<file path="src/rtl/dbl_pkg.sv">
package dbl_pkg;
   parameter int unsigned DBL_DEF_W = 8;

   typedef enum logic {
      GATE_OPEN = 1'b0,
      GATE_HELD = 1'b1
   } gate_e;
endpackage

</file>
<file path="src/rtl/dbl_cnt_update.sv">
module dbl_cnt_update #(
   parameter int unsigned W   = dbl_pkg::DBL_DEF_W,
   parameter bit          SAT = 1'b1
) (
   input  logic [W-1:0] cur_i,
   input  logic [W-1:0] add_i,
   input  logic         dec_i,
   output logic [W-1:0] nxt_o
);
   localparam int unsigned XW = W + 2;
   localparam logic signed [XW-1:0] MAXV = {3'b000, {(W-1){1'b1}}};
   localparam logic signed [XW-1:0] MINV = {3'b111, {(W-1){1'b0}}};

   logic signed [XW-1:0] sum;

   always_comb begin
      sum = $signed({{2{cur_i[W-1]}}, cur_i})
          + $signed({{2{add_i[W-1]}}, add_i})
          - $signed({{(XW-1){1'b0}}, dec_i});
   end

   generate
      if (SAT) begin : g_sat
         always_comb begin
            if (sum > MAXV)      nxt_o = MAXV[W-1:0];
            else if (sum < MINV) nxt_o = MINV[W-1:0];
            else                 nxt_o = sum[W-1:0];
         end
      end else begin : g_wrap
         assign nxt_o = sum[W-1:0];
      end
   endgenerate
endmodule

</file>
<file path="src/rtl/dbl_gate.sv">
module dbl_gate #(
   parameter int unsigned W = dbl_pkg::DBL_DEF_W
) (
   input  logic         clk,
   input  logic         rst_n,
   input  logic         req_i,
   input  logic [W-1:0] cnt_i,
   input  logic         wr_nz_i,
   output logic         grant_o,
   output logic         held_o
);
   import dbl_pkg::*;

   gate_e state_q, state_d;
   logic  positive;

   assign positive = ~cnt_i[W-1] & (|cnt_i);
   assign grant_o  = req_i & (state_q == GATE_OPEN) & positive;
   assign held_o   = (state_q == GATE_HELD);

   always_comb begin
      state_d = GATE_OPEN;
      if (req_i && !wr_nz_i && (state_q == GATE_HELD || !positive))
         state_d = GATE_HELD;
   end

   always_ff @(posedge clk) begin
      if (!rst_n) state_q <= GATE_OPEN;
      else        state_q <= state_d;
   end
endmodule

</file>
<file path="src/rtl/dbl_launcher.sv">
module dbl_launcher #(
   parameter int unsigned CNT_W = dbl_pkg::DBL_DEF_W,
   parameter bit          SAT   = 1'b1
) (
   input  logic             clk,
   input  logic             rst_n,
   input  logic             db_wr_i,
   input  logic [CNT_W-1:0] db_wdata_i,
   input  logic             db_rd_i,
   input  logic             acq_req_i,
   output logic             acq_grant_o,
   output logic             acq_stall_o,
   output logic [CNT_W-1:0] credit_o,
   output logic             rd_vld_o,
   output logic [CNT_W-1:0] rd_data_o
);
   generate
      if (CNT_W < 2 || CNT_W > 30) begin : g_bad_width
         $error("dbl_launcher: CNT_W must lie in 2..30");
      end
   endgenerate

   logic [CNT_W-1:0] cnt_q, cnt_d, add_val;
   logic             wr_nz;

   assign add_val = db_wr_i ? db_wdata_i : '0;
   assign wr_nz   = db_wr_i & (|db_wdata_i);

   dbl_gate #(.W(CNT_W)) i_gate (
      .clk     (clk),
      .rst_n   (rst_n),
      .req_i   (acq_req_i),
      .cnt_i   (cnt_q),
      .wr_nz_i (wr_nz),
      .grant_o (acq_grant_o),
      .held_o  (acq_stall_o)
   );

   dbl_cnt_update #(.W(CNT_W), .SAT(SAT)) i_upd (
      .cur_i (cnt_q),
      .add_i (add_val),
      .dec_i (acq_grant_o),
      .nxt_o (cnt_d)
   );

   always_ff @(posedge clk) begin
      if (!rst_n) begin
         cnt_q     <= '0;
         rd_vld_o  <= 1'b0;
         rd_data_o <= '0;
      end else begin
         cnt_q    <= cnt_d;
         rd_vld_o <= db_rd_i;
         if (db_rd_i) rd_data_o <= cnt_q;
      end
   end

   assign credit_o = cnt_q;
endmodule

</file>
<file path="config.mk">
export PLATFORM = sky130hd
export DESIGN_NAME = dbl_launcher
export DESIGN_NICKNAME = d
export VERILOG_FILES = /design/src/rtl/dbl_pkg.sv /design/src/rtl/dbl_cnt_update.sv /design/src/rtl/dbl_gate.sv /design/src/rtl/dbl_launcher.sv
export SDC_FILE = /design/constraint.sdc
export NUM_CORES = 1
export LEC_CHECK = 0
export BUFFER_PORTS_ARGS = -buffer_cell sky130_fd_sc_hd__buf_4
export CORE_AREA = 2 2 42 83
export CTS_CLUSTER_SIZE = 12
export DETAILED_ROUTE_END_ITERATION = 10
export DIE_AREA = 0 0 44 85
export PLACE_DENSITY_LB_ADDON = 0.3
export SLEW_MARGIN = 20
export SYNTH_ARGS = -nofsm -noshare
export SYNTH_HDL_FRONTEND = slang
export SYNTH_HIERARCHICAL = 1
export SYNTH_SLANG_ARGS = --single-unit
</file>
<file path="constraint.sdc">
create_clock -name clk -period 3.8 [get_ports clk]
set_input_delay 0.57 -clock clk [delete_from_list [all_inputs] [get_ports clk]]
set_output_delay 0.57 -clock clk [all_outputs]
set_load 0.005 [all_outputs]
</file>
Yosys cells after proc, flatten, opt, wreduce, memory -nomap -nowiden. Cells that the tools add are included.

Register bits after elaboration: 18. Output and inout port bits: 19.

Mux-type cells: 4. Reductions and logical operators: 8. Add/subtract/negate cells: 2. Magnitude comparators: 2. Bitwise operators: 7.

Operators with widths (number): 8-bit 2-to-1 mux (2); 8-bit OR reduction (2); 10-bit by 8-bit > comparator with 1-bit output (second input constant) (1); 10-bit by 8-bit < comparator with 1-bit output (second input constant) (1); 10-bit by 2-bit subtractor with 10-bit output (1); 8-bit by 8-bit adder with 9-bit output (1); 7-bit 2-to-1 mux (1); 1-bit bitwise AND (4); 1-bit inverter (3); 1-bit logical AND (2); 1-bit logical NOT (2); 2-bit OR reduction (1); 1-bit logical OR (1); 1-bit 2-to-1 mux (1).

Longest topological paths before layout.
Depth in word-level cells: 7. Depth in mapped cells: 15. Gate-level depth less buffers: 15.

Hierarchy. The synthesis kept the hierarchy.

Modules (own cells, without submodules): dbl_cnt_update (instances 1, cells each 94, area an instance 670.6 µm²); dbl_launcher (instances 1, cells each 55, area an instance 616.8 µm²); dbl_gate (instances 1, cells each 7, area an instance 70.1 µm²).

Least setup slack after synthesis. No wires, ideal clock.

Path type: register to register. From: register cnt_q[4], in the netlist credit_o[4]. To: register cnt_q[0], in the netlist credit_o[0]. Required time: 3.685 ns. Path buffers: 0. Data arrival time: 3.035 ns. Path slack: 0.650 ns. Setup time: 0.115 ns. Cell stages (with the launch flop): 16. Cells stage by stage: dfxtp_1 -> nor4_2 -> a211oi_2 -> and2_1 -> ha_1 -> inv_1 -> ha_1 -> inv_1 -> fa_1 -> nand2b_1 -> a21oi_1 -> nor2b_1 -> o311a_2 -> o21ai_2 -> a21oi_1 -> and2_1.

Cells in the longest elaborated chain, start to end: 7.

RTL lines: from (decl) (RTL line dbl_launcher.sv:23) `logic [CNT_W-1:0] cnt_q, cnt_d, add_val;`; from (signal assigned) (RTL line dbl_launcher.sv:52) `cnt_q <= cnt_d;`; 8-bit OR reduction * (RTL line dbl_gate.sv:17) `assign positive = ~cnt_i[W-1] & (|cnt_i);`; 1-bit bitwise AND * (RTL line dbl_gate.sv:17); 1-bit bitwise AND * (RTL line dbl_gate.sv:18) `assign grant_o = req_i & (state_q == GATE_OPEN) & positive;`; named net acq_grant_o (RTL line dbl_launcher.sv:11) `output logic acq_grant_o,`; 10-bit by 2-bit subtractor with 10-bit output * (RTL line dbl_cnt_update.sv:19) `- $signed({{(XW-1){1'b0}}, dec_i});`; 10-bit by 8-bit < comparator with 1-bit output (RTL line dbl_cnt_update.sv:26) `else if (sum < MINV) nxt_o = MINV[W-1:0];`; 8-bit 2-to-1 mux (RTL line dbl_cnt_update.sv:26); 7-bit 2-to-1 mux * (RTL line dbl_cnt_update.sv:25) `if (sum > MAXV) nxt_o = MAXV[W-1:0];`; named net cnt_d[0] (RTL line dbl_launcher.sv:23).

The timed path passes the listed nets; every way through them passes the cells marked *. A chain may end at the register's enable or synchronous reset.

Worst setup path after layout.
From: register cnt_q[4], in the netlist credit_o[4]. To: register cnt_q[6], in the netlist credit_o[6].

Cells in the longest elaborated chain, start to end: 7.

RTL lines (RTL line): branches (longest 3 deep; another with 8-bit by 8-bit adder with 9-bit output); 10-bit by 2-bit subtractor with 10-bit output * (dbl_cnt_update.sv:19); 10-bit by 8-bit < comparator with 1-bit output (dbl_cnt_update.sv:26); 8-bit 2-to-1 mux (dbl_cnt_update.sv:26); 7-bit 2-to-1 mux * (dbl_cnt_update.sv:25); named net cnt_d[6] (dbl_launcher.sv:23).

Mark *: on every way through the listed nets, which the timed path passes.

==> metrics.txt <==
Detailed Routing Iterations Pass 1=4; Final nets=221; sequential area share after synthesis=0.265; Worst path max stage delay=between 0.3 and 0.4 ns; period utilisation layout=0.902; count of state elements after synthesis=18; Worst Hold Class=flip-flop to flip-flop; Ys Warns=6; final hold violations=0; antenna violation net count after detailed routing=0; Max Freq=292 MHz; Final Max Tran Viols=0; Synth Area in Simple Gates=0.194; post-route cell area=about 1700 µm²; Synth Area in XOR/XNOR=0.0442; vias per inst=5.21; Psw=639 µW; ANT cells=0; FP Rows=29; RSZ-0062 raised after global routing=no; Slew @ Worst Pin=0.363 ns; Critical Path RT=a little under 4 ns; number of flops mapped to enable cells by yosys=0; number of global-route vias before repair=1106; layout cell share with drive strength beyond 1=0.249; drt drc=0; worst path cell trace=nor4_2 > a211oi_2 > and2_1 > ha_1 > inv_1 > ha_1 > inv_1 > fa_1 > nand2b_1 > a21oi_1 > nor2b_1 > o311a_2 > o21ai_2 > a21oi_1 > and2_1; worst vdd ir=about 0.00045 V; antenna violations before repair=0; clock share of power=0.106; Layout Cells excl Fill=220; final WL=3.06 mm; CTS Hold Bufs=0; placed cells=216; WS Path Type=flip-flop to flip-flop; Core Box Area=3120 µm²; CTS resizes=0; leakage power=0.824 nW; Top FF cell, synth=dfxtp_1; dpl ws=0.395 ns; Die Wd=44 µm; Post-CTS Repair Setup Buffers=0; die height=85 µm; Num CTS Buffers=3; Clock Pin Slew Worst Setup and Hold Paths=0.06 ns; largest family of logic cells by synthesized area=simple AND/OR/NAND/NOR gates; Crit-path slowest cell=fa_1; starting density of the core=0.435; Synth Area in Compound Gates=0.167; GRT Total Usage=0.172; MaxCap Viol Count=0; share of power burned in combinational logic=0.687; DP HPWL=between 2 and 3 mm; CTS Buffer Depth=2; Tmin final=3.43 ns; worst skew pair latency=0.25 ns; area delta synth->final=22.7%; worst path bufs/invs=2; final setup margin=0.374 ns; first-pass GRT wire length=4.89 mm; async set or reset register ratio after synthesis=0; critical path's top delay family=compound AO/OA/AOI/OAI gates; status=completed; # setup viols final=0; Root Buffer=clkbuf_8; Avg Inst Size Synth=8.70 µm²; Critical Path Fanout Max=7; largest net degree at the start of global routing=19; most frequent cells in the layout=31 x inv_1, 31 x buf_4, 18 x dfxtp_1; CP Launch Type=flip-flop; Fin Setup TNS=0 ns; vias post-DR=~1100; clock sink count=18; sequential power share=0.208; Iteration-0 DRC Markers=17; hold_ws=0.521 ns; max_slew headroom=0.752; synth unique cells=35; gpl congestion=0.837; gr ovfl total=0; Syn Inst Count=156; Internal=800 µW; I/O pin count=32; fraction of synthesized area in multiplexers=0.0590; Clock Skew=0.00438 ns; wire per inst=around 14 µm; Crit. End Element=flip-flop; adder-cell share of the synthesized area=0.171; syn nets=187; WP data arrival=3.58 ns; die area=3740 µm²; Sw Ratio=0.444; Port Buffers=31; Post-Syn Area=around 1400 µm²; cell area after placement=1610 µm²; htree depth=1; CTS tree=done; P per Cell Area=864 nW/µm²
==> worst paths after layout <==
kind                 from           end  slack (ns)  cells past startpoint
max           credit_o[4]   credit_o[6]        0.37                     15
max reg2reg   credit_o[4]   credit_o[6]        0.37                     15
min          rd_data_o[1]  rd_data_o[1]        0.52                      2
min reg2reg  rd_data_o[1]  rd_data_o[1]        0.52                      2
==> cells by family (layout without fill, tap and decap cells) <==
kind of cell / count (synthesis) / count (layout)
flops: 18 / 18
simple gates: 42 / 42
buf+inv: 33 / 66
compound gates: 31 / 31
fa+ha+maj: 18 / 18
mux: 8 / 8
xor+xnor: 6 / 6
==> cell usage after synthesis, types with 2 or more instances <==
master | number | area share
a21o_1 | 2 | 0.011
nor2_1 | 2 | 0.0055
nor2b_1 | 11 | 0.051
a21oi_1 | 15 | 0.055
nor4_1 | 2 | 0.0092
nand2_1 | 3 | 0.0083
o21ai_2 | 2 | 0.013
dfxtp_1 | 18 | 0.27
mux2i_1 | 8 | 0.059
inv_1 | 31 | 0.086
xor2_1 | 4 | 0.026
nand2b_1 | 2 | 0.0092
and2_1 | 17 | 0.078
a211oi_2 | 2 | 0.018
ha_1 | 17 | 0.16
==> routing by layer <==
| layer | vias up | GRT usage | routed length [µm] |
|---|---|---|---|
| li1 | 582 | - | - |
| met2 | 21 | 0.362 | 1910 |
| met3 | 4 | 0.00638 | 89 |
| met4 | 0 | 0.0661 | 41 |
| met5 | - | 0 | 0 |
| met1 | 539 | 0.152 | 1020 |
==> cell type report <==
type	instances	area [µm²]
clock buffer	4	55.1
multi-input combinational	105	862
inverter	31	116
timing repair buffer	31	233
fill	287	1460
sequential	18	360
tap	31	38.8
==> sequential cells by signal, indices dropped and copies added (netlist names) <==
signal / count
rd_data_o: 8
rd_vld_o: 1
i_gate/held_o: 1
credit_o: 8
==> per-stage QoR <==
step	utilization	power, mW
after floorplan	-	1.03
after global placement	0.516	1.27
after detailed placement	0.516	1.30
after CTS	0.534	1.45
after global routing	0.534	1.57
final	0.534	1.44
==> power by group through the flow <==
stage / Combinational [mW] / Sequential [mW] / Clock, mW
5_1_grt: 1.10 / 0.306 / 0.161
2_1_floorplan: 0.740 / 0.290 / 0
3_5_place_dp: 0.993 / 0.304 / 0
4_1_cts: 0.999 / 0.300 / 0.156
3_3_place_gp: 0.970 / 0.302 / 0
6_report: 0.989 / 0.299 / 0.152
==> tightest hold or removal path, cell delays in order, from the launching register on <==
cell	delay, ns
dfxtp_1	0.33
mux2i_1	0.06
nor2b_1	0.09
(Power assumes the default switching activity.)
